## config.mk

```make
export PLATFORM = sky130hd
export DESIGN_NAME = spi_queue_master
export DESIGN_NICKNAME = d
export VERILOG_FILES = /design/src/rtl/spiq_pkg.sv /design/src/rtl/spiq_baud.sv /design/src/rtl/spiq_regs.sv /design/src/rtl/spiq_engine.sv /design/src/rtl/spi_queue_master.sv
export SDC_FILE = /design/constraint.sdc
export NUM_CORES = 1
export LEC_CHECK = 0
export BUFFER_PORTS_ARGS = -buffer_cell sky130_fd_sc_hd__buf_2
export CAP_MARGIN = 5
export CORE_AREA = 3 3 222 278
export CTS_CLUSTER_SIZE = 25
export DETAILED_ROUTE_END_ITERATION = 12
export DIE_AREA = 0 0 225 281
export SYNTH_ARGS = -nofsm -noshare
export SYNTH_HDL_FRONTEND = slang
export SYNTH_SLANG_ARGS = --single-unit
```

## constraint.sdc

```tcl
create_clock -name clk -period 3.99 [get_ports clk]
set_input_delay 0.399 -clock clk [delete_from_list [all_inputs] [get_ports clk]]
set_output_delay 0.399 -clock clk [all_outputs]
set_load 0.005 [all_outputs]
```

## src/rtl/spiq_pkg.sv

```systemverilog
`timescale 1ns/1ps
package spiq_pkg;
   typedef enum logic [2:0] {
      ST_IDLE  = 3'd0,
      ST_LOAD  = 3'd1,
      ST_SHIFT = 3'd2,
      ST_FIN   = 3'd3,
      ST_GAP   = 3'd4
   } eng_state_t;

   localparam logic [1:0] RGN_CTL = 2'd0;
   localparam logic [1:0] RGN_TX  = 2'd1;
   localparam logic [1:0] RGN_RX  = 2'd2;
   localparam logic [1:0] RGN_CMD = 2'd3;

   localparam logic [3:0] OFS_CTRL = 4'h0;
   localparam logic [3:0] OFS_STAT = 4'h1;
   localparam logic [3:0] OFS_SPTR = 4'h2;
   localparam logic [3:0] OFS_EPTR = 4'h3;
   localparam logic [3:0] OFS_BAUD = 4'h4;
   localparam logic [3:0] OFS_GAP  = 4'h5;
   localparam logic [3:0] OFS_LOCK = 4'h6;
endpackage

```

## src/rtl/spiq_baud.sv

```systemverilog
`timescale 1ns/1ps
module spiq_baud #(
   parameter int CNT_W = 8
) (
   input  logic             clk,
   input  logic             rst_n,
   input  logic             run,
   input  logic [CNT_W-1:0] baud,
   output logic             tick
);
   logic [CNT_W-1:0] cnt;
   logic [CNT_W-1:0] lim;

   assign lim  = (baud == '0) ? CNT_W'(1) : baud;
   assign tick = run && (cnt == lim - 1'b1);

   always_ff @(posedge clk or negedge rst_n) begin
      if (!rst_n) begin
         cnt <= '0;
      end else if (!run || tick) begin
         cnt <= '0;
      end else begin
         cnt <= cnt + 1'b1;
      end
   end

   p_cnt_below_lim_r7: assert property (@(posedge clk) disable iff (!rst_n)
      run |-> (cnt < lim));
endmodule

```

## src/rtl/spiq_regs.sv

```systemverilog
`timescale 1ns/1ps
module spiq_regs
   import spiq_pkg::*;
#(
   parameter int SLOTS  = 16,
   parameter int PTR_W  = 4,
   parameter int DATA_W = 8,
   parameter int CMD_W  = 3
) (
   input  logic              clk,
   input  logic              rst_n,
   input  logic              reg_wr,
   input  logic [5:0]        reg_addr,
   input  logic [DATA_W-1:0] reg_wdata,
   output logic [DATA_W-1:0] reg_rdata,
   input  logic              busy,
   input  logic              rx_we,
   input  logic [DATA_W-1:0] rx_data,
   input  logic              done_set,
   input  logic [PTR_W-1:0]  cur_ptr,
   output logic [DATA_W-1:0] cur_tx,
   output logic [CMD_W-1:0]  cur_cmd,
   output logic              start,
   output logic [PTR_W-1:0]  start_ptr,
   output logic [PTR_W-1:0]  end_ptr,
   output logic [DATA_W-1:0] baud,
   output logic [DATA_W-1:0] gap,
   output logic              hold,
   output logic              lock
);
   logic [1:0]       rgn;
   logic [3:0]       ofs;
   logic [PTR_W-1:0] idx;
   logic             ctl_wr;
   logic             done_q;
   logic [SLOTS-1:0] tx_we;
   logic [SLOTS-1:0] cmd_we;

   logic [DATA_W-1:0] tx_q  [SLOTS];
   logic [DATA_W-1:0] rx_q  [SLOTS];
   logic [CMD_W-1:0]  cmd_q [SLOTS];

   assign rgn    = reg_addr[5:4];
   assign ofs    = reg_addr[3:0];
   assign idx    = reg_addr[PTR_W-1:0];
   assign ctl_wr = reg_wr && (rgn == RGN_CTL);
   assign start  = ctl_wr && (ofs == OFS_CTRL) && reg_wdata[0] && !busy;

   // per-slot write enables, all blocked while a run is active
   for (genvar i = 0; i < SLOTS; i++) begin : g_slot_we
      assign tx_we[i]  = reg_wr && !busy && (rgn == RGN_TX)  && (idx == PTR_W'(i));
      assign cmd_we[i] = reg_wr && !busy && (rgn == RGN_CMD) && (idx == PTR_W'(i));
   end

   always_ff @(posedge clk or negedge rst_n) begin
      if (!rst_n) begin
         hold      <= 1'b0;
         start_ptr <= '0;
         end_ptr   <= '0;
         baud      <= DATA_W'(1);
         gap       <= '0;
      end else if (ctl_wr && !busy) begin
         case (ofs)
            OFS_CTRL: hold      <= reg_wdata[1];
            OFS_SPTR: start_ptr <= reg_wdata[PTR_W-1:0];
            OFS_EPTR: end_ptr   <= reg_wdata[PTR_W-1:0];
            OFS_BAUD: baud      <= reg_wdata;
            OFS_GAP:  gap       <= reg_wdata;
            default:  ;
         endcase
      end
   end

   always_ff @(posedge clk or negedge rst_n) begin
      if (!rst_n) begin
         lock <= 1'b0;
      end else if (ctl_wr && (ofs == OFS_LOCK)) begin
         lock <= reg_wdata[0];
      end
   end

   always_ff @(posedge clk or negedge rst_n) begin
      if (!rst_n) begin
         done_q <= 1'b0;
      end else if (done_set) begin
         done_q <= 1'b1;
      end else if (ctl_wr && (ofs == OFS_STAT) && !reg_wdata[0]) begin
         done_q <= 1'b0;
      end
   end

   always_ff @(posedge clk or negedge rst_n) begin
      if (!rst_n) begin
         for (int i = 0; i < SLOTS; i++) begin
            tx_q[i]  <= '0;
            rx_q[i]  <= '0;
            cmd_q[i] <= '0;
         end
      end else begin
         for (int i = 0; i < SLOTS; i++) begin
            if (tx_we[i])  tx_q[i]  <= reg_wdata;
            if (cmd_we[i]) cmd_q[i] <= reg_wdata[CMD_W-1:0];
            if (rx_we && (cur_ptr == PTR_W'(i))) rx_q[i] <= rx_data;
         end
      end
   end

   assign cur_tx  = tx_q[cur_ptr];
   assign cur_cmd = cmd_q[cur_ptr];

   always_comb begin
      reg_rdata = '0;
      case (rgn)
         RGN_CTL: begin
            case (ofs)
               OFS_CTRL: reg_rdata[1:0]       = {hold, busy};
               OFS_STAT: reg_rdata[0]         = done_q;
               OFS_SPTR: reg_rdata[PTR_W-1:0] = start_ptr;
               OFS_EPTR: reg_rdata[PTR_W-1:0] = end_ptr;
               OFS_BAUD: reg_rdata            = baud;
               OFS_GAP:  reg_rdata            = gap;
               OFS_LOCK: reg_rdata[0]         = lock;
               default:  reg_rdata            = '0;
            endcase
         end
         RGN_TX:  reg_rdata              = tx_q[idx];
         RGN_RX:  reg_rdata              = rx_q[idx];
         default: reg_rdata[CMD_W-1:0]   = cmd_q[idx];
      endcase
   end

   p_ptr_frozen_r9: assert property (@(posedge clk) disable iff (!rst_n)
      busy |=> ($stable(start_ptr) && $stable(end_ptr) && $stable(gap) && $stable(baud)));

   p_done_sticky_r4: assert property (@(posedge clk) disable iff (!rst_n)
      (done_q && !(ctl_wr && (ofs == OFS_STAT) && !reg_wdata[0])) |=> done_q);

   p_done_rises_r3: assert property (@(posedge clk) disable iff (!rst_n)
      done_set |=> done_q);
endmodule

```

## src/rtl/spiq_engine.sv

```systemverilog
`timescale 1ns/1ps
module spiq_engine
   import spiq_pkg::*;
#(
   parameter int PTR_W  = 4,
   parameter int DATA_W = 8,
   parameter int NCS    = 2,
   parameter int CMD_W  = 3
) (
   input  logic              clk,
   input  logic              rst_n,
   input  logic              start,
   input  logic [PTR_W-1:0]  start_ptr,
   input  logic [PTR_W-1:0]  end_ptr,
   input  logic [DATA_W-1:0] gap,
   input  logic              hold,
   input  logic              lock,
   input  logic [DATA_W-1:0] cur_tx,
   input  logic [CMD_W-1:0]  cur_cmd,
   input  logic              tick,
   input  logic              miso,
   output logic [PTR_W-1:0]  cur_ptr,
   output logic              busy,
   output logic              clk_run,
   output logic              sck,
   output logic              mosi,
   output logic [NCS-1:0]    cs_n,
   output logic              rx_we,
   output logic [DATA_W-1:0] rx_data,
   output logic              done_set
);
   localparam int BIT_W = $clog2(DATA_W);

   eng_state_t        state;
   logic [PTR_W-1:0]  ptr;
   logic [BIT_W-1:0]  bitc;
   logic [DATA_W-1:0] sh_tx;
   logic [DATA_W-1:0] sh_rx;
   logic [DATA_W-1:0] gcnt;
   logic              last;
   logic              cont;
   logic              keep;
   logic [NCS-1:0]    sel;

   assign last = (ptr == end_ptr);
   assign cont = cur_cmd[0];
   assign sel  = cur_cmd[NCS:1];
   assign keep = hold && lock;

   assign cur_ptr  = ptr;
   assign busy     = (state != ST_IDLE);
   assign clk_run  = (state == ST_SHIFT);
   assign rx_we    = (state == ST_FIN);
   assign rx_data  = sh_rx;
   assign done_set = (state == ST_FIN) && last;

   always_ff @(posedge clk or negedge rst_n) begin
      if (!rst_n) begin
         state <= ST_IDLE;
         ptr   <= '0;
         bitc  <= '0;
         sh_tx <= '0;
         sh_rx <= '0;
         gcnt  <= '0;
         sck   <= 1'b1;
         mosi  <= 1'b0;
         cs_n  <= '1;
      end else begin
         case (state)
            ST_IDLE: begin
               if (!keep) cs_n <= '1;
               if (start) begin
                  ptr   <= start_ptr;
                  state <= ST_LOAD;
               end
            end
            ST_LOAD: begin
               cs_n  <= ~sel;
               sh_tx <= cur_tx;
               bitc  <= '0;
               state <= ST_SHIFT;
            end
            ST_SHIFT: begin
               if (tick) begin
                  if (sck) begin
                     sck   <= 1'b0;
                     mosi  <= sh_tx[DATA_W-1];
                     sh_tx <= {sh_tx[DATA_W-2:0], 1'b0};
                  end else begin
                     sck   <= 1'b1;
                     sh_rx <= {sh_rx[DATA_W-2:0], miso};
                     if (bitc == BIT_W'(DATA_W - 1)) begin
                        bitc  <= '0;
                        state <= ST_FIN;
                     end else begin
                        bitc <= bitc + 1'b1;
                     end
                  end
               end
            end
            ST_FIN: begin
               if (last) begin
                  if (!keep) cs_n <= '1;
                  state <= ST_IDLE;
               end else begin
                  if (!cont) cs_n <= '1;
                  ptr <= ptr + 1'b1;
                  if (gap != '0) begin
                     gcnt  <= gap - 1'b1;
                     state <= ST_GAP;
                  end else begin
                     state <= ST_LOAD;
                  end
               end
            end
            ST_GAP: begin
               if (gcnt == '0) state <= ST_LOAD;
               else            gcnt  <= gcnt - 1'b1;
            end
            default: state <= ST_IDLE;
         endcase
      end
   end

   p_sck_idle_high_r7: assert property (@(posedge clk) disable iff (!rst_n)
      !busy |-> sck);

   p_mosi_steady_at_rise_r2: assert property (@(posedge clk) disable iff (!rst_n)
      $rose(sck) |-> $stable(mosi));

   p_cs_steady_in_byte_r5: assert property (@(posedge clk) disable iff (!rst_n)
      (state == ST_SHIFT) |=> $stable(cs_n));

   p_run_ends_r3: assert property (@(posedge clk) disable iff (!rst_n)
      done_set |=> !busy);
endmodule

```

## src/rtl/spi_queue_master.sv

```systemverilog
`timescale 1ns/1ps
module spi_queue_master #(
   parameter int SLOTS  = 16,
   parameter int DATA_W = 8,
   parameter int NCS    = 2
) (
   input  logic              clk,
   input  logic              rst_n,
   input  logic              reg_wr,
   input  logic [5:0]        reg_addr,
   input  logic [DATA_W-1:0] reg_wdata,
   output logic [DATA_W-1:0] reg_rdata,
   output logic              sck,
   output logic              mosi,
   input  logic              miso,
   output logic [NCS-1:0]    cs_n
);
   localparam int PTR_W = $clog2(SLOTS);
   localparam int CMD_W = NCS + 1;

   if (SLOTS < 2 || SLOTS > 16 || (SLOTS & (SLOTS - 1)) != 0) begin : g_bad_slots
      $error("SLOTS must be a power of two between 2 and 16");
   end
   if (CMD_W > DATA_W || DATA_W < 2) begin : g_bad_width
      $error("command word must fit in a register byte");
   end

   logic              busy;
   logic              start;
   logic              tick;
   logic              clk_run;
   logic              rx_we;
   logic              done_set;
   logic              hold;
   logic              lock;
   logic [PTR_W-1:0]  cur_ptr;
   logic [PTR_W-1:0]  start_ptr;
   logic [PTR_W-1:0]  end_ptr;
   logic [DATA_W-1:0] cur_tx;
   logic [DATA_W-1:0] rx_data;
   logic [DATA_W-1:0] baud;
   logic [DATA_W-1:0] gap;
   logic [CMD_W-1:0]  cur_cmd;

   spiq_regs #(
      .SLOTS(SLOTS), .PTR_W(PTR_W), .DATA_W(DATA_W), .CMD_W(CMD_W)
   ) u_regs (
      .clk(clk), .rst_n(rst_n),
      .reg_wr(reg_wr), .reg_addr(reg_addr), .reg_wdata(reg_wdata), .reg_rdata(reg_rdata),
      .busy(busy), .rx_we(rx_we), .rx_data(rx_data), .done_set(done_set),
      .cur_ptr(cur_ptr), .cur_tx(cur_tx), .cur_cmd(cur_cmd),
      .start(start), .start_ptr(start_ptr), .end_ptr(end_ptr),
      .baud(baud), .gap(gap), .hold(hold), .lock(lock)
   );

   spiq_baud #(.CNT_W(DATA_W)) u_baud (
      .clk(clk), .rst_n(rst_n), .run(clk_run), .baud(baud), .tick(tick)
   );

   spiq_engine #(
      .PTR_W(PTR_W), .DATA_W(DATA_W), .NCS(NCS), .CMD_W(CMD_W)
   ) u_eng (
      .clk(clk), .rst_n(rst_n),
      .start(start), .start_ptr(start_ptr), .end_ptr(end_ptr),
      .gap(gap), .hold(hold), .lock(lock),
      .cur_tx(cur_tx), .cur_cmd(cur_cmd), .tick(tick), .miso(miso),
      .cur_ptr(cur_ptr), .busy(busy), .clk_run(clk_run),
      .sck(sck), .mosi(mosi), .cs_n(cs_n),
      .rx_we(rx_we), .rx_data(rx_data), .done_set(done_set)
   );
endmodule

```

Word level (Yosys, flattened, before mapping)
Cells that the tools add are included.
{"block": "totals", "ff_bits": 377, "latch_bits": 0, "mem_bits_rw": 0, "rom_bits": 0, "inputBits": 18, "word_cells": 272, "memories": 0}
{"block": "op_classes", "addsub": 6, "mul": 0, "div": 0, "order_cmp": 2, "eq_ne": 50, "shift": 0, "n_mux": 52, "bitwise_logic": 4, "n_reduce_logical": 93}
{"operator": "8-bit 2-to-1 mux", "n": 13}
{"operator": "8-bit binary-select mux with 4-bit select", "n": 3}
{"operator": "4-bit equality test, second input constant", "n": 16}
{"operator": "1-bit logical AND", "n": 62}
{"operator": "3-bit 2-to-1 mux", "n": 14}
{"operator": "4-bit by 3-bit equality test with 1-bit output, second input constant", "n": 8}
{"operator": "8-bit one-hot mux with 2 select lines", "n": 2}
{"operator": "3-bit binary-select mux with 4-bit select", "n": 2}
{"operator": "8-bit by 1-bit subtractor with 8-bit output, second input constant", "n": 3}
{"operator": "4-bit by 2-bit equality test with 1-bit output, second input constant", "n": 4}
{"operator": "8-bit zero test", "n": 2}
{"operator": "4-bit one-hot mux with 2 select lines", "n": 2}
{"operator": "3-bit one-hot mux with 5 select lines", "n": 1}
{"operator": "5-bit one-hot mux with 3 select lines", "n": 1}
{"operator": "3-bit AND reduction", "n": 5}
{"operator": "2-bit AND reduction", "n": 7}
{"operator": "5-bit greater-or-equal comparator, second input constant", "n": 2}
{"operator": "2-bit != test, second input constant", "n": 5}
{"operator": "4-bit NOT with 5-bit output", "n": 2}
{"operator": "3-bit one-hot mux with 3 select lines", "n": 1}
{"operator": "8-bit by 1-bit adder with 8-bit output, second input constant", "n": 1}
{"operator": "4-bit by 1-bit equality test with 1-bit output, second input constant", "n": 2}
{"operator": "8-bit equality test", "n": 1}
{"operator": "4-bit zero test", "n": 2}
{"operator": "29 further kinds", "n": 46}

Logic depth before layout (Yosys ltp)
{"block": "depth", "word_depth": 7, "ltp_mapped": 12}

Cells and area by module
A second synthesis with hierarchy kept.
{"block": "hier_totals", "cells_unflattened": 1400, "hier_area_um2": 19617.6}
{"module": "spiq_regs", "instances": 1, "cells_per_inst": 1086, "area_each_um2": 16734.8}
{"module": "spiq_engine", "instances": 1, "cells_per_inst": 214, "area_each_um2": 2103.3}
{"module": "spiq_baud", "instances": 1, "cells_per_inst": 100, "area_each_um2": 779.5}

Least setup slack after synthesis
Ideal clock, no wire load.
{"block": "synth_path", "kind": "register -> register", "from": "reg u_regs.baud[3]", "to": "reg u_eng.bitc[0]", "t_arrival_ps": 3356, "t_required_ps": 3865, "setup_slack_ps": 509, "stages_incl_launch_ff": 13, "path_buffers": 2, "synth_period_minus_slack_ps": 3481, "path_cell_list": "dfrtp_1 > buf_6 > or3_1 > nor3_1 > a21oi_1 > ha_1 > xnor2_1 > a221o_1 > a311o_1 > or4_4 > nor4_4 > buf_6 > mux2_4"}
{"block": "synth_between", "elab_chain_len": 7}
{"item": "start, declared", "line": "spiq_regs.sv:26", "text": "output logic [DATA_W-1:0] baud,"}
{"item": "start signal, assigned", "line": "spiq_regs.sv:67", "text": "OFS_BAUD: baud <= reg_wdata;"}
{"item": "8-bit zero test", "line": "spiq_baud.sv:14", "text": "assign lim = (baud == '0) ? CNT_W'(1) : baud;"}
{"item": "8-bit 2-to-1 mux (*)", "line": "spiq_baud.sv:14"}
{"item": "8-bit by 1-bit subtractor with 8-bit output (*)", "line": "spiq_baud.sv:15", "text": "assign tick = run && (cnt == lim - 1'b1);"}
{"item": "8-bit equality test (*)", "line": "spiq_baud.sv:15"}
{"item": "1-bit logical AND (*)", "line": "spiq_baud.sv:15"}
{"item": "2-bit != test (no line) (*)"}
{"item": "3-bit AND reduction (no line) (*)"}
{"item": "end signal, assigned", "line": "spiq_engine.sv:96", "text": "bitc <= bitc + 1'b1;"}
{"item": "end, declared", "line": "spiq_engine.sv:36", "text": "logic [BIT_W-1:0] bitc;"}
Mark *: on every way between the ends. The rest lies on a longest branch, timed or not.
A chain may end at the register's enable or synchronous reset.

Worst setup path after layout
{"block": "layout_path", "from": "reg u_regs.baud[5]", "to": "reg u_eng.bitc[2]"}
The elaborated chain is that of the path after synthesis.

==> summary.txt <==
Ant diodes = 0
Largest net degree at the start of global routing = 104
CTS tree = yes
Final ANT Viol Nets = 0
CP max FO = 11
Commonest non-fill, non-tap cell in the layout = dfrtp_1
EDFF count, synth = 0
Syn-to-layout area delta = 13.0%
CP cell instances = or3_1, nor3_1, a21oi_1, ha_1, xnor2_1, a221o_1, a311o_1, or4_4, nor4_4, buf_4, mux2_2
RSZ-0062 raised after global routing = false
Final instance area = 22000 sq um
TritonCTS Buffers = 39
DR vias/cell = 5.50
Via count = 11960
Core Area = 59400 sq um
Die Height = 281 um
#FFs+latches synth = 377
Commonest non-fill, non-tap cells in the layout = 371 x dfrtp_1, 338 x mux2_2, 143 x mux4_2, 68 x nor2_1, 45 x nand2_1
Slowest CP cell = dfrtp_1
Worst-Margin Slew = 0.939 ns
Post-layout power = 12000 uW
Slowest stage delay, CP = 0.46 ns
Final Wtd Congestion = 0.819
Clk_skew = 0.0144 ns
Htree depth = 2
Drt drc = 0
Req. time, crit path = 4.41 ns
TritonCTS sink count = 377
TNS Setup = 0 ns
Total track usage = 0.158
HPWL after detailed placement = 33.8 mm
Crit path buf inv count = 1
Worst Path Arrival = 4.18 ns
GRT overflow = 0
Drt first pass iters = 5
Sequential cell area fraction in the yosys report = 0.485
Pleak = 0.00981 uW
Ys Warns = 0
Die ar. = 63200 sq um
Post-CTS resize count = 0
Syn avg cell area = 14.3 sq um
Port buffer count = 29
Critical path endpoint category = flip-flop
DR iter-0 viols = 759
Clock Path Buffers = 3
Ports = 30
Tmin final = 3.76 ns
Asr flop ratio synth = 1.00
Max Cap Violations = 0
Initial Util = 0.327
Clk slew on worst S/H paths = 0.06 ns
Area post-placement = 20600 sq um
Final nets = 1406
CP Launch Type = flip-flop
Power Dens Cells = 544 nW/um^2
Area leader, netlist = dfrtp_1
FP Rows = 100
Status = finished, final reports clean
Fmax = 266 MHz
Final hold vios = 0
Synth Net Count = 1383
Area contributors post-synth = dfrtp_1 48%, mux2_2 20%, mux4_2 17%, nor2_1 1.3%, clkbuf_1 1.2%
Worst skew pair latency = 0.54 ns
DRT Wirelength = 49.5 mm
First-pass GRT wire length = 77.6 mm
Crit Path Category = reg2reg
Share of the synthesized area in the top cell type = 0.480
Peak supply drop = 0.000333 V
Slew headroom = 0.374
Final non-filler cell total = 2174
WL per Instance = 22.8 um
Placed cell count = 2102
Worst hold path type = in2reg
Vias in the first global route = 12732
Dominant synthesized flop cell = dfrtp_1
Synthesized area = 19400 sq um
Cells after synthesis = 1356
Fin crit share = 0.944
Layout cell share with drive strength beyond 1 = 0.459
Root buffer cell = clkbuf_16
Chip width = 225 um
Post-synth cell types = 66
Setup violators final = 0
CP delay by family, top = simple AND/OR/NAND/NOR gates
Slew Viols, Final = 0
Initial antenna violation count = 1
[where the power goes]
part,internal (uW),leakage [uW],switching (uW)
Combinational,1570,0.00399,1310
Sequential,4410,0.00513,802
Clock,2300,0.000684,1550
Total,8290,0.00981,3670
[path summary, 6_finish.rpt]
kind                                             start                            to  slack [ns]  cells past startpoint
hold reg to reg            u_regs.rx_q[42]$_DFFE_PN0P_   u_regs.rx_q[42]$_DFFE_PN0P_        0.50                      1
max in group asynchronous                        rst_n         u_eng.sck$_DFFE_PN1P_        2.46                      3
hold / removal                                    miso  u_eng.rx_data[0]$_DFFE_PN0P_        0.17                      2
setup / recovery            u_regs.baud[5]$_DFFE_PN0P_     u_eng.bitc[2]$_DFFE_PN0P_        0.23                     11
min in group asynchronous                        rst_n   u_regs.rx_q[50]$_DFFE_PN0P_        0.54                      2
setup reg to reg            u_regs.baud[5]$_DFFE_PN0P_     u_eng.bitc[2]$_DFFE_PN0P_        0.23                     11
[synth_stat cells (3+ instances only)]
library cell  instances
dfrtp_1             373
a221o_1               8
nor3_1               15
xor2_1                7
nor4_1                4
ha_1                  9
mux2_2              338
or3_1                 4
a22oi_1               5
nor2b_1              15
mux2i_1              19
buf_2                18
clkbuf_1             60
xnor2_1              12
buf_1                 7
nand3b_1              3
nand4_1               3
and2_1               10
nor2_1               68
nand3_1              24
o21ai_0              22
a21oi_1              19
buf_4                 3
nor3b_1               5
a221oi_1              6
o32ai_1               6
dfstp_2               4
mux2_4               10
nand2_1              45
inv_1                17
a31oi_1              14
nand2b_1             10
mux4_2              143
and3_1                7
[kinds of logic (layout without fill, tap and decap cells)]
family | count (synthesis) | in the layout | synth area share
compound gates | 108 | 108 | 0.0387
simple gates | 226 | 226 | 0.0596
flops | 377 | 377 | 0.485
buf+inv | 107 | 160 | 0.0232
mux | 510 | 510 | 0.379
xor+xnor | 19 | 19 | 0.00856
fa+ha+maj | 9 | 9 | 0.00579
[layout make-up]
cell class              count  area (sq um)
well taps                 765           957
flip-flops and latches    377          9440
clock buffers              60          1260
inverters                  17          63.8
repair buffers             72           564
clock inverters            11           111
multi-input cells         872          9570
fillers                  5564         37500
[metal layers]
metal | GRT usage | wire length, um | up-vias
met5 | 0 | 13 | -
met4 | 0.0554 | 1660 | 2
met3 | 0.0213 | 1710 | 87
met2 | 0.283 | 25800 | 234
met1 | 0.197 | 20300 | 6422
li1 | - | - | 5215
[flip-flops by register name (all words and copies together) (netlist names), 2 cells and up]
signal and flops:
u_eng.rx_data 8, u_regs.start_ptr 4, u_baud.cnt 8, u_eng.gcnt 8, u_regs.tx_q 128, u_regs.cmd_q 48
u_eng.sh_tx 8, u_eng.cur_ptr 4, u_eng.bitc 3, u_regs.baud 8, u_eng.state 3, u_regs.rx_q 128
u_regs.gap 8, u_eng.cs_n 2, u_regs.end_ptr 4
[stage by stage]
stage / hold slack [ns] / util / setup slack (ns)
global route: 0.152 / 0.370 / 0.0427
global placement: 0.482 / 0.346 / 0.270
floorplan: 0.103 / - / 0.509
detailed placement: 0.488 / 0.346 / 0.255
finish: 0.171 / 0.370 / 0.225
CTS: 0.137 / 0.370 / 0.225
[timing repair]
item,in CTS,in global routing
endpoints found under the hold margin,98,0
hold buffers,1,0
buffers inserted,0,0
endpoints found under the setup margin,0,0
No activity file was read; power rests on OpenSTA's default activity.
